**config.mk**
```make
export PLATFORM = sky130hd
export DESIGN_NAME = ds_char_tx
export DESIGN_NICKNAME = d
export VERILOG_FILES = /design/src/rtl/ds_tx_pkg.sv /design/src/rtl/ds_tx_arbiter.sv /design/src/rtl/ds_tx_encoder.sv /design/src/rtl/ds_tx_shifter.sv /design/src/rtl/ds_tx_linecode.sv /design/src/rtl/ds_char_tx.sv
export SDC_FILE = /design/constraint.sdc
export NUM_CORES = 1
export LEC_CHECK = 0
export ABC_AREA = 1
export BUFFER_PORTS_ARGS = -buffer_cell sky130_fd_sc_hd__buf_2
export CAP_MARGIN = 40
export CORE_AREA = 2 2 53 55
export CTS_BUF_LIST = sky130_fd_sc_hd__clkbuf_4
export CTS_CLUSTER_DIAMETER = 30
export DETAILED_ROUTE_END_ITERATION = 7
export DIE_AREA = 0 0 55 57
export GPL_ROUTABILITY_DRIVEN = 0
export HOLD_SLACK_MARGIN = 0.03
export PLACE_DENSITY_LB_ADDON = 0.2
export SETUP_SLACK_MARGIN = 0.1
export SYNTH_ARGS = -nofsm -noshare
export SYNTH_HDL_FRONTEND = slang
export SYNTH_HIERARCHICAL = 1
export SYNTH_SLANG_ARGS = --single-unit
```
**constraint.sdc**
```tcl
create_clock -name clk -period 3.5 [get_ports clk]
set_input_delay 0.175 -clock clk [delete_from_list [all_inputs] [get_ports clk]]
set_output_delay 0.175 -clock clk [all_outputs]
set_load 0.01 [all_outputs]
```
**src/rtl/ds_tx_pkg.sv**
```systemverilog
`timescale 1ns/1ps
package ds_tx_pkg;
   typedef enum logic [1:0] {
      SEL_FILL = 2'd0,
      SEL_TC   = 2'd1,
      SEL_FCT  = 2'd2,
      SEL_CHR  = 2'd3
   } sel_e;

   localparam logic [1:0] CODE_FCT = 2'b00;
   localparam logic [1:0] CODE_EOP = 2'b01;
   localparam logic [1:0] CODE_EEP = 2'b10;
   localparam logic [1:0] CODE_ESC = 2'b11;

   localparam logic [1:0] KIND_DATA = 2'b00;
   localparam logic [1:0] KIND_EOP  = 2'b01;

   localparam int CTRL_LEN = 4;
endpackage

```
**src/rtl/ds_tx_arbiter.sv**
```systemverilog
`timescale 1ns/1ps
module ds_tx_arbiter
   import ds_tx_pkg::*;
#(
   parameter int NREQ = 3
) (
   input  logic            take,
   input  logic            force_fill,
   input  logic [NREQ-1:0] req,
   output logic [NREQ-1:0] ack,
   output sel_e            sel
);
   logic [NREQ:0]   blocked;
   logic [NREQ-1:0] gnt;

   assign blocked[0] = force_fill;
   generate
      for (genvar i = 0; i < NREQ; i++) begin : g_chain
         assign gnt[i]         = req[i] & ~blocked[i];
         assign blocked[i + 1] = blocked[i] | req[i];
      end
   endgenerate

   assign ack = gnt & {NREQ{take}};

   always_comb begin
      if (gnt[0])      sel = SEL_TC;
      else if (gnt[1]) sel = SEL_FCT;
      else if (gnt[2]) sel = SEL_CHR;
      else             sel = SEL_FILL;
   end
endmodule

```
**src/rtl/ds_tx_encoder.sv**
```systemverilog
`timescale 1ns/1ps
module ds_tx_encoder
   import ds_tx_pkg::*;
#(
   parameter int DATA_W     = 8,
   parameter bit ODD_PARITY = 1'b1,
   parameter int FRAME_W    = DATA_W + 6,
   parameter int CNT_W      = 4
) (
   input  logic               clk,
   input  logic               rst_n,
   input  logic               enable,
   input  logic               take,
   input  sel_e               sel,
   input  logic [DATA_W-1:0]  tc_val,
   input  logic [1:0]         chr_kind,
   input  logic [DATA_W-1:0]  chr_data,
   output logic [FRAME_W-1:0] frame,
   output logic [CNT_W-1:0]   len
);
   localparam int  DCHR_LEN = DATA_W + 2;
   localparam int  FILL_LEN = 2 * CTRL_LEN;
   localparam int  TC_LEN   = CTRL_LEN + DCHR_LEN;
   localparam logic PAR_SEED = ODD_PARITY;

   logic x_q;
   logic x_nx;

   function automatic logic [CTRL_LEN-1:0] mk_ctrl(input logic [1:0] code, input logic px);
      return {code, 1'b1, PAR_SEED ^ px ^ 1'b1};
   endfunction

   function automatic logic [DCHR_LEN-1:0] mk_data(input logic [DATA_W-1:0] val, input logic px);
      return {val, 1'b0, PAR_SEED ^ px};
   endfunction

   always_comb begin
      frame = '0;
      len   = CNT_W'(CTRL_LEN);
      x_nx  = x_q;
      case (sel)
         SEL_TC: begin
            frame[CTRL_LEN-1:0]      = mk_ctrl(CODE_ESC, x_q);
            frame[TC_LEN-1:CTRL_LEN] = mk_data(tc_val, ^CODE_ESC);
            len  = CNT_W'(TC_LEN);
            x_nx = ^tc_val;
         end
         SEL_FCT: begin
            frame[CTRL_LEN-1:0] = mk_ctrl(CODE_FCT, x_q);
            x_nx = ^CODE_FCT;
         end
         SEL_CHR: begin
            if (chr_kind == KIND_DATA) begin
               frame[DCHR_LEN-1:0] = mk_data(chr_data, x_q);
               len  = CNT_W'(DCHR_LEN);
               x_nx = ^chr_data;
            end else if (chr_kind == KIND_EOP) begin
               frame[CTRL_LEN-1:0] = mk_ctrl(CODE_EOP, x_q);
               x_nx = ^CODE_EOP;
            end else begin
               frame[CTRL_LEN-1:0] = mk_ctrl(CODE_EEP, x_q);
               x_nx = ^CODE_EEP;
            end
         end
         default: begin
            frame[CTRL_LEN-1:0]          = mk_ctrl(CODE_ESC, x_q);
            frame[FILL_LEN-1:CTRL_LEN]   = mk_ctrl(CODE_FCT, ^CODE_ESC);
            len  = CNT_W'(FILL_LEN);
            x_nx = ^CODE_FCT;
         end
      endcase
   end

   always_ff @(posedge clk or negedge rst_n) begin
      if (!rst_n)       x_q <= 1'b0;
      else if (!enable) x_q <= 1'b0;
      else if (take)    x_q <= x_nx;
   end
endmodule

```
**src/rtl/ds_tx_shifter.sv**
```systemverilog
`timescale 1ns/1ps
module ds_tx_shifter #(
   parameter int FRAME_W = 14,
   parameter int CNT_W   = 4
) (
   input  logic               clk,
   input  logic               rst_n,
   input  logic               enable,
   input  logic [FRAME_W-1:0] frame,
   input  logic [CNT_W-1:0]   len,
   output logic               take,
   output logic               first,
   output logic               cur_bit
);
   logic [FRAME_W-1:0] sh_q;
   logic [CNT_W-1:0]   rem_q;
   logic               started_q;

   assign take    = enable && (rem_q == '0);
   assign first   = !started_q;
   assign cur_bit = take ? frame[0] : sh_q[0];

   always_ff @(posedge clk or negedge rst_n) begin
      if (!rst_n) begin
         sh_q      <= '0;
         rem_q     <= '0;
         started_q <= 1'b0;
      end else if (!enable) begin
         sh_q      <= '0;
         rem_q     <= '0;
         started_q <= 1'b0;
      end else if (take) begin
         sh_q      <= frame >> 1;
         rem_q     <= len - 1'b1;
         started_q <= 1'b1;
      end else begin
         sh_q      <= sh_q >> 1;
         rem_q     <= rem_q - 1'b1;
      end
   end
endmodule

```
**src/rtl/ds_tx_linecode.sv**
```systemverilog
`timescale 1ns/1ps
module ds_tx_linecode (
   input  logic clk,
   input  logic rst_n,
   input  logic enable,
   input  logic cur_bit,
   output logic line_d,
   output logic line_s
);
   always_ff @(posedge clk or negedge rst_n) begin
      if (!rst_n) begin
         line_d <= 1'b0;
         line_s <= 1'b0;
      end else if (!enable) begin
         line_d <= 1'b0;
         line_s <= 1'b0;
      end else begin
         line_d <= cur_bit;
         line_s <= cur_bit ^ ~(line_d ^ line_s);
      end
   end
endmodule

```
**src/rtl/ds_char_tx.sv**
```systemverilog
`timescale 1ns/1ps
module ds_char_tx
   import ds_tx_pkg::*;
#(
   parameter int DATA_W     = 8,
   parameter bit ODD_PARITY = 1'b1
) (
   input  logic              clk,
   input  logic              rst_n,
   input  logic              enable,
   input  logic              tc_req,
   input  logic [DATA_W-1:0] tc_val,
   output logic              tc_ack,
   input  logic              fct_req,
   output logic              fct_ack,
   input  logic              chr_req,
   input  logic [1:0]        chr_kind,
   input  logic [DATA_W-1:0] chr_data,
   output logic              chr_ack,
   output logic              line_d,
   output logic              line_s
);
   localparam int FRAME_W = DATA_W + 2 + CTRL_LEN;
   localparam int CNT_W   = $clog2(FRAME_W + 1);

   generate
      if (DATA_W < 2 || DATA_W > 32) begin : g_bad_width
         $error("ds_char_tx: DATA_W must lie in 2..32");
      end
   endgenerate

   logic               take;
   logic               first;
   logic               cur_bit;
   sel_e               sel;
   logic [2:0]         ack;
   logic [FRAME_W-1:0] frame;
   logic [CNT_W-1:0]   len;

   ds_tx_arbiter #(.NREQ(3)) u_arb (
      .take       (take),
      .force_fill (first),
      .req        ({chr_req, fct_req, tc_req}),
      .ack        (ack),
      .sel        (sel)
   );

   assign tc_ack  = ack[0];
   assign fct_ack = ack[1];
   assign chr_ack = ack[2];

   ds_tx_encoder #(
      .DATA_W     (DATA_W),
      .ODD_PARITY (ODD_PARITY),
      .FRAME_W    (FRAME_W),
      .CNT_W      (CNT_W)
   ) u_enc (
      .clk      (clk),
      .rst_n    (rst_n),
      .enable   (enable),
      .take     (take),
      .sel      (sel),
      .tc_val   (tc_val),
      .chr_kind (chr_kind),
      .chr_data (chr_data),
      .frame    (frame),
      .len      (len)
   );

   ds_tx_shifter #(.FRAME_W(FRAME_W), .CNT_W(CNT_W)) u_shf (
      .clk     (clk),
      .rst_n   (rst_n),
      .enable  (enable),
      .frame   (frame),
      .len     (len),
      .take    (take),
      .first   (first),
      .cur_bit (cur_bit)
   );

   ds_tx_linecode u_line (
      .clk     (clk),
      .rst_n   (rst_n),
      .enable  (enable),
      .cur_bit (cur_bit),
      .line_d  (line_d),
      .line_s  (line_s)
   );
endmodule

```
# == Word level (Yosys, flattened, before mapping) ==
# Cells that the tools add are included.
# word_totals
register_bits,22
input_bits,24
out_inout_bits,5
elab_cells,56
# classes
n_addsub,2
eq_ne,5
n_mux,25
bitwise_logic,12
reduce_logical,6
# op_table
operator,n
2-to-1 mux 13 bit,2
2-to-1 mux 4 bit,6
case mux 4 bit (3 select lines),2
XOR reduction 8 bit,2
2-to-1 mux 1 bit,8
case mux 4 bit (2 select lines),1
subtractor 4 x 1 -> 4 bit (second input constant),2
2-to-1 mux 2 bit,3
2-to-1 mux 6 bit,1
== test 2 x 1 -> 1 bit (second input constant),2
== test 2 bit (second input constant),2
zero test 4 bit,1
NOT 1 bit,4
case mux 2 bit (2 select lines),1
bitwise AND 1 bit,3
bitwise AND 3 bit,1
zero test 2 bit,1
!= test 2 x 1 -> 1 bit (second input constant),1
OR 1 bit,2
case mux 1 bit (2 select lines),1
XOR 1 bit,2
logical AND 1 bit,1
zero test 1 bit,1

# == Longest topological paths before layout ==
# Gate-level depths: netlist of run 1.
# logic_depth
ltp_word,13
mapped_depth,16
depth_no_buf,16

# == Modules after synthesis ==
# Netlist of run 1, hierarchy kept.
# by_module_without_submodules
module,instances,cells_per_inst,area_each_um2,seq_area_each_um2
ds_tx_shifter,1,77,814.5,450.4
ds_tx_encoder,1,106,503.0,25.0
ds_tx_linecode,1,15,100.1,50.0
ds_tx_arbiter,1,16,62.6,0.0

# == Worst setup path after synthesis of run 1 ==
# OpenSTA, ideal clock, no wires.
# synth_path
path_kind,flip-flop to flip-flop
from,reg u_shf.started_q
to,reg u_shf.rem_q[3]
setup_time_ns,0.071
arrival_time_ns,1.544
required_ns,3.429
path_slack_ns,1.884
stages_incl_launch_ff,17
path_buffers,0
synth_period_minus_slack_ns,1.616
path_cell_list,dfrtp_1 > inv_1 > nor2_2 > nand2_1 > nand2_1 > nand2_1 > inv_2 > nand2_2 > inv_2 > nor2_1 > inv_1 > nand4_1 > nand2_1 > nand2_1 > nor2_2 > nor2_1 > nor2_1
# synth_via
elab_chain_cells,13
word_cells_on_any_way,18
classes_between,add/sub: 1; eq/ne: 3; mux: 6; bitwise: 7; reduce/logical: 1
# synth_lines
item,line_no,rtl
from (decl),ds_tx_shifter.sv:17,logic started_q;
from (signal assigned),ds_tx_shifter.sv:27,started_q <= 1'b0;
from (signal assigned),ds_tx_shifter.sv:31,started_q <= 1'b0;
from (signal assigned),ds_tx_shifter.sv:35,started_q <= 1'b1;
zero test 1 bit *,ds_tx_shifter.sv:20,assign first = !started_q;
via first,ds_char_tx.sv:33,logic first;
OR 1 bit *,ds_tx_arbiter.sv:20,assign blocked[i + 1] = blocked[i] | req[i];
OR 1 bit,ds_tx_arbiter.sv:20,
NOT 1 bit,ds_tx_arbiter.sv:19,assign gnt[i] = req[i] & ~blocked[i];
bitwise AND 1 bit,ds_tx_arbiter.sv:19,
2-to-1 mux 2 bit,ds_tx_arbiter.sv:29,else if (gnt[2]) sel = SEL_CHR;
2-to-1 mux 2 bit *,ds_tx_arbiter.sv:28,else if (gnt[1]) sel = SEL_FCT;
2-to-1 mux 2 bit *,ds_tx_arbiter.sv:27,if (gnt[0]) sel = SEL_TC;
via sel[1],ds_char_tx.sv:35,sel_e sel;
== test 2 bit / == test 2 x 1 -> 1 bit (equally long branches),ds_tx_encoder.sv:41,case (sel)
case mux 4 bit (3 select lines) *,ds_tx_encoder.sv:41,
via len[2],ds_char_tx.sv:38,logic [CNT_W-1:0] len;
subtractor 4 x 1 -> 4 bit *,ds_tx_shifter.sv:34,rem_q <= len - 1'b1;
2-to-1 mux 4 bit *,ds_tx_shifter.sv:32,end else if (take) begin
2-to-1 mux 4 bit *,ds_tx_shifter.sv:28,end else if (!enable) begin
to (signal assigned),ds_tx_shifter.sv:34,
to (signal assigned),ds_tx_shifter.sv:38,rem_q <= rem_q - 1'b1;
to (decl),ds_tx_shifter.sv:16,logic [CNT_W-1:0] rem_q;
# The timed path passes the listed nets; every way through them passes the cells marked *.
# A chain may end at the register's enable or synchronous reset.

# == Worst setup path after layout of run 1 ==
# layout_path
from,reg u_shf.started_q
to,reg u_shf.rem_q[2]
# The elaborated chain is that of the path after synthesis.

==> impl_results.md, run 1 <==
- Worst R2R End: u_shf/rem_q[2]$_DFF_PN0_
- Fin crit share: 54.4%
- Netlist cell types: 27
- I/O Pins: 29
- Syn Std Cell Area: 0.00148 mm2
- Crit path max-delay family: simple AND/OR/NAND/NOR gates
- Later-pin clock latency in the skew report: 0.29 ns
- Drc violations: 0
- Synth top area share: 35.5%
- Reg-to-reg slack, setup: 1.60 ns
- Final WL: 2.63 mm
- Global-route wire length before repair: 4.80 mm
- Syn Nets: 238
- FF+latch area: 526 um2
- CP Class: flop to flop
- Vias: 1,307
- Core Region: 0.00262 mm2
- Worst-path clk slew: 0.11 ns
- Critical Path End: u_shf/rem_q[2]$_DFF_PN0_
- Wirelength per Cell: 9.57 um
- Crit-path max cell delay: 0.36 ns
- CP Cell Sequence: inv_1, nor2_2, nand2_1, nand2_1, inv_1, nor2_1, inv_2, nand2_1, inv_1, nand4_1, nand2_1, nand2_1, nor2_2, nor2_1, nor2_1
- Mean Syn Cell Area: 6.92 um2
- Final #Nets: 269
- Area growth syn-to-layout: 12.8%
- Worst R2R Start: u_shf/started_q$_DFFE_PN0P_
- Status: finished clean
- CTS sink count: 21
- Critical Path Source: u_shf/started_q$_DFFE_PN0P_
- TritonCTS clock tree: done
- Die area: 0.00314 mm2
- Pwr Total: 833 uW
- Slew Limit Fails: 0
- Yosys warns: 6
- Root Buffer: clkbuf_4
- PD cells: 499 mW/mm2
- Type of origin of the critical path: flop
- Min cycle time layout: 1.90 ns
- Final setup viols: 0
- Min-Delay Path Class: input pin to flop
- Diodes inserted: 0
- GRT overflow: 0
- Cell taking the most area after synthesis: dfrtp_1
- Worst-Margin Slew: 0.577 ns
- Crit path top cell by count: nand2_1
- Worst r2r path cells: 15
- Synth top area cells: dfrtp_1, nand2_1, nor2_1
- Sequential element share of the synthesized area: 35.5%
- CTS buffer count: 3
- Crit path DAT: 2.10 ns
- Die H: 57 um
- Port Buf Inserts: 28
- Clock Tree Buf Depth: 2
- Leakage power: 0.000959 uW
- Worst path bufs/invs: 4
- Fin util: 63.8%
- Resized Gates After CTS: 0
- Seq cells post-synth: 21
- RSZ-0062 raised after global routing: false
- 1st-iter DRT viols: 20
- Total track usage: 20.1%
- WP data required: 3.70 ns
- CP max-delay cell: dfrtp_1
- Initial antenna violation count: 0
- Detailed Place HPWL: 2.10 mm
- Maxcap violations: 0
- Design area: 0.00167 mm2
- Mapped Cells: 214
- Post-route ant nets: 0
- Fmax: 525 MHz
- Site row count: 19
- Worst Setup End Kind: flop
- Critical path depth: 15
- Drt pass-1 iters: 4
- Final Hold Fails: 0
- Placed Area: 0.00163 mm2
- Largest net degree at the start of global routing: 22
- Number of global-route vias before repair: 1,248
- Critical path fanouts, max: 9
- Share of cells above drive strength 1: 24.6%
- Worst slew margin: 61.5%
- Initial Util: 56.6%
- Hold slack: 0.187 ns
- Clk_skew: 0.00483 ns
- Die width: 55 um
- VDD IR max: 0.000419 V
- Fillers: 261
- Multi-input gate area: 788 um2
- CTS H-tree lvls: 1
- Post-Route Setup TNS: 0 ns
- Routed vias/inst: 4.75
[sequential cells by signal, summed over array words and instances (netlist names)]
signal           cells
u_shf/sh_q          13
u_shf/rem_q          4
u_enc/x_q            1
u_line/line_d        1
u_line/line_s        1
u_shf/started_q      1
[cells by family (layout without fill, tap and decap cells)]
kind of cell | count (synthesis) | count (layout) | share of synthesized area (%)
flops | 21 | 21 | 35.5
other cells | 1 | 1 | 0.253
simple gates | 120 | 120 | 34.7
compound gates | 23 | 23 | 12.4
xor+xnor | 10 | 10 | 5.92
buf+inv | 39 | 69 | 11.2
[cell type report]
cell class / instances / share of cell area, %
clock buffers: 4 / 1.80
inverters: 36 / 8.17
multi-input cells: 154 / 47.2
flip-flops and latches: 21 / 31.5
well taps: 31 / 2.32
repair buffers: 29 / 9.00
[per-stage QoR]
stage / std cells / worst slack [ns]
6_report: 275 / 1.60
2_1_floorplan: 214 / 1.88
4_1_cts: 275 / 1.60
3_3_place_gp: 270 / 1.65
3_5_place_dp: 270 / 1.63
5_1_grt: 275 / 1.37
[worst reg2reg max path, cell delays in order, from the launching register on]
cell     delay [ns]
dfrtp_1        0.36
inv_1          0.06
nor2_2         0.13
nand2_1        0.08
nand2_1        0.10
inv_1          0.08
nor2_1         0.23
inv_2          0.14
nand2_1        0.14
inv_1          0.05
nand4_1        0.08
nand2_1        0.09
nand2_1        0.08
nor2_2         0.04
nor2_1         0.11
nor2_1         0.04
[how the worst min path moves through the flow]
stage,slack [ns],depth (start not counted),end,startpoint
6_report,0.19,3,u_line/line_d$_DFF_PN0_,enable
2_1_floorplan,-0.12,0,u_enc/x_q$_DFFE_PN0P_,rst_n
3_3_place_gp,0.15,1,u_shf/sh_q[1]$_DFF_PN0_,rst_n
3_5_place_dp,0.15,1,u_shf/sh_q[1]$_DFF_PN0_,rst_n
4_1_cts,0.18,3,u_line/line_s$_DFF_PN0_,enable
5_1_grt,0.20,3,u_line/line_s$_DFF_PN0_,enable
[cells in the final DEF, fill, tap and decap left out, drive strengths merged, types with 2 or more instances in the layout]
cell type,count
nand2,72
nor2,40
inv,34
buf,28
dfrtp,21
a22o,12
xnor2,7
o21ai,6
clkbuf,4
nand4,4
nand3,4
xor2,3
a21oi,3
clkinv,2
[routing by layer]
layer,vias to the layer above,track usage (%),wire length [um]
li1,714,-,-
met1,577,27.0,1310
met2,16,34.4,1230
met3,0,3.93,83
met4,0,2.09,0
met5,-,0,0
[synthesized netlist by cell type]
library cell,instances
a21oi_1,1
a21oi_2,2
a22o_1,3
a22o_2,9
buf_4,1
buf_6,2
clkinv_1,1
clkinv_2,1
conb_1,1
dfrtp_1,21
inv_1,28
inv_2,6
nand2_1,69
nand2_2,3
nand3_1,2
nand3_2,1
nand3_4,1
nand4_1,4
nor2_1,35
nor2_2,3
nor2_4,2
o21a_1,1
o21ai_0,1
o21ai_1,5
o31ai_1,1
xnor2_1,7
xor2_1,3
[repair_timing]
| action | CTS | global route |
|---|---|---|
| setup buffers | 0 | 0 |
| hold buffers | 1 | 0 |
| endpoints found under the hold margin | 21 | 0 |
[report_power, final]
| group | internal, uW | total [uW] | switching, uW |
|---|---|---|---|
| logic | 142 | 381 | 239 |
| registers | 301 | 333 | 32.5 |
| clock network | 52.1 | 119 | 66.8 |
Power figures use the tool's default switching activity.
==> run 2: changes to the inputs <==
CORE_AREA = 2 2 57 59   (was 2 2 53 55)
DIE_AREA = 0 0 59 61   (was 0 0 55 57)
clock period = 1.55 ns   (was 3.5 ns; I/O delays follow)
==> impl_results.md, run 2 (synthesized netlist as in run 1, its figures left out) <==
- Most frequent cells in the layout: nand2_1, nor2_1, buf_2
- Worst-path clk slew: 0.12 ns (about the same)
- Diodes inserted: 0 (unchanged)
- 1st-iter DRT viols: 52 (+160%)
- Post-route ant nets: 0 (unchanged)
- Die width: 59 um (+7.3%)
- Area growth syn-to-layout: 31.3%
- Reg with most FFs: u_shf/sh_q
- Drc violations: 0 (unchanged)
- Critical path fanouts, max: 4 (-5)
- Wire length on met2: 1.70 mm (+37%)
- Crit path DAT: 1.89 ns (-0.21 ns)
- GRT overflow: 0 (unchanged)
- Worst Hold Endpoint: u_line/line_d$_DFF_PN0_
- Min-Delay Path Class: input pin to flop
- Final setup viols: 7 (+7)
- PD cells: 1150 mW/mm2 (+130%)
- Status: complete, but fails checks
- Maxcap violations: 0 (unchanged)
- Metal-1 WL: 1.51 mm (+15%)
- Die area: 0.00360 mm2 (+15%)
- Min cycle time layout: 1.68 ns (-0.226 ns)
- Total track usage: 21.4% (+1.3 points)
- Vias: 1,414 (+8.2%)
- Post-Route Setup TNS: -0.486 ns (-0.486 ns)
- Hold slack: 0.0564 ns (-0.131 ns)
- Clk_skew: 0.00594 ns (+0.00111 ns)
- Top sig layer: met4
- WP data required: 1.77 ns (-1.93 ns)
- Wirelength per Cell: 11.2 um (+17%)
- Final #Nets: 290 (+7.8%)
- Site row count: 20 (+1)
- CTS H-tree lvls: 1 (unchanged)
- Detailed Place HPWL: 2.29 mm (+8.9%)
- Reg-to-reg slack, setup: -0.13 ns (-1.72 ns)
- Fin util: 65.8% (+2.0 points)
- TritonCTS clock tree: done
- Fillers: 265 (+1.5%)
- Worst R2R End: u_shf/rem_q[2]$_DFF_PN0_
- Routed vias/inst: 4.74 (-0.16%)
- Failing checks: negative setup slack
- Wire length on met3: 93 um (+12%)
- Worst r2r path cells: 16 (+1)
- Max reg flops: 13 (unchanged)
- Clock Tree Buf Depth: 2 (unchanged)
- Placed Area: 0.00173 mm2 (+6.0%)
- Later-pin clock latency in the skew report: 0.31 ns (+0.02 ns)
- Initial antenna violation count: 0 (unchanged)
- Fmax: 596 MHz (+13%)
- Post-route setup slack: -0.128 ns (-1.72 ns)
- Number of global-route vias before repair: 1,345 (+7.8%)
- Die H: 61 um (+7.0%)
- Global-route wire length before repair: 5.70 mm (+19%)
- Leakage power: 0.00110 uW (+15%)
- Port Buf Inserts: 28 (unchanged)
- Slew Limit Fails: 0 (unchanged)
- CTS sink count: 21 (unchanged)
- Final Hold Fails: 0 (unchanged)
- CP Class: flop to flop
- Worst Setup End Kind: flop
- Design area: 0.00194 mm2 (+16%)
- Largest regs: u_shf/sh_q (13), u_shf/rem_q (4)
- CTS buffer count: 3 (unchanged)
- Commonest non-fill, non-tap cell in the layout: nand2_1
- Largest net degree at the start of global routing: 22 (unchanged)
- Min-Delay Path Depth: 3 (unchanged)
- Core Region: 0.00295 mm2 (+13%)
- Final WL: 3.34 mm (+27%)
- Type of origin of the critical path: flop
- Fin crit share: 108% (+54 points)
- Root Buffer: clkbuf_4
- I/O Pins: 29 (unchanged)
- DP Worst Slack: -0.0905 ns (-1.72 ns)
- RSZ-0062 raised after global routing: true
- Worst hold start: enable
- Share of cells above drive strength 1: 40.8% (+16 points)
- Worst R2R Start: u_shf/started_q$_DFFE_PN0P_
- Initial Util: 50.1% (-6.5 points)
- VDD IR max: 0.000620 V (+48%)
- Drt pass-1 iters: 4 (unchanged)
run 2: changes by cell type in the layout (fill, tap and decap cells not counted), moves of 2 or more:
cell / before / now
buf_4: 0 / 18
nor2_4: 2 / 4
nand2_1: 69 / 55
nor2_1: 35 / 30
o21ai_1: 5 / 2
inv_2: 6 / 8
buf_6: 0 / 3
inv_1: 28 / 25
nor2_2: 3 / 6
nand2_4: 0 / 4
nand2_2: 3 / 13
o21ai_2: 0 / 3
run 2: per-stage QoR:
| stage | instances | total power, uW |
|---|---|---|
| after floorplan | 214 | 1450 |
| after global placement | 283 | 1690 |
| after detailed placement | 283 | 1700 |
| after CTS | 296 | 2120 |
| after global routing | 298 | 2420 |
| final | 298 | 2240 |
run 2: worst max-delay path by stage:
| stage | start | endpoint | slack [ns] | cells after the start |
|---|---|---|---|---|
| final | u_shf/started_q$_DFFE_PN0P_ | u_shf/rem_q[2]$_DFF_PN0_ | -0.13 | 16 |
| after global routing | u_shf/started_q$_DFFE_PN0P_ | u_shf/rem_q[2]$_DFF_PN0_ | -0.26 | 16 |
| after CTS | u_shf/started_q$_DFFE_PN0P_ | u_shf/rem_q[2]$_DFF_PN0_ | -0.08 | 16 |
| after detailed placement | u_shf/started_q$_DFFE_PN0P_ | u_shf/rem_q[2]$_DFF_PN0_ | -0.09 | 16 |
| after global placement | u_shf/started_q$_DFFE_PN0P_ | u_shf/rem_q[2]$_DFF_PN0_ | -0.08 | 15 |
| after floorplan | u_shf/started_q$_DFFE_PN0P_ | u_shf/rem_q[3]$_DFF_PN0_ | -0.002 | 16 |
run 2: final cells by class:
type                            instances  area, um2  area share, %
Inverter                               36        143           7.34
Tap cell                               33       41.3           2.12
Clock buffer                            3       22.5           1.16
Multi-Input combinational cell        154        887           45.7
Timing Repair Buffer                   50        319           16.4
Clock inverter                          1       5.00          0.258
Sequential cell                        21        526           27.0
run 2: repair_timing:
action	4_1_cts	5_1_grt
hold endpoints to repair	21	0
buffers inserted	8	3
resized for setup	12	23
setup endpoints to repair	14	21
hold buffers	1	0
pin swaps	18	16
run 2: critical path, stage by stage, from the launching register on:
cell and delay, ns:
dfrtp_1 0.38, inv_2 0.06, nor2_4 0.13, nand2_4 0.08, nand2_4 0.10, nand2_2 0.06, inv_2 0.07, nand2_4 0.07
inv_4 0.06, nor2_2 0.03, inv_1 0.05, nand4_1 0.09, nand2_2 0.12, buf_6 0.11, nor2_1 0.04, nor2_1 0.09
nor2_1 0.05
run 2: per-layer routing:
layer / GRT usage, % / vias to the layer above
li1: - / 753
met1: 26.6 / 637
met2: 36.8 / 19
met3: 4.48 / 5
met4: 7.79 / 0
met5: 0 / -
run 2: power breakdown:
part | leakage [uW] | internal (uW) | total [uW] | switching (uW)
Sequential | 0.000282 | 679 | 759 | 79.6
Clock | 0.0000177 | 96.6 | 274 | 177
Combinational | 0.000801 | 523 | 1200 | 680
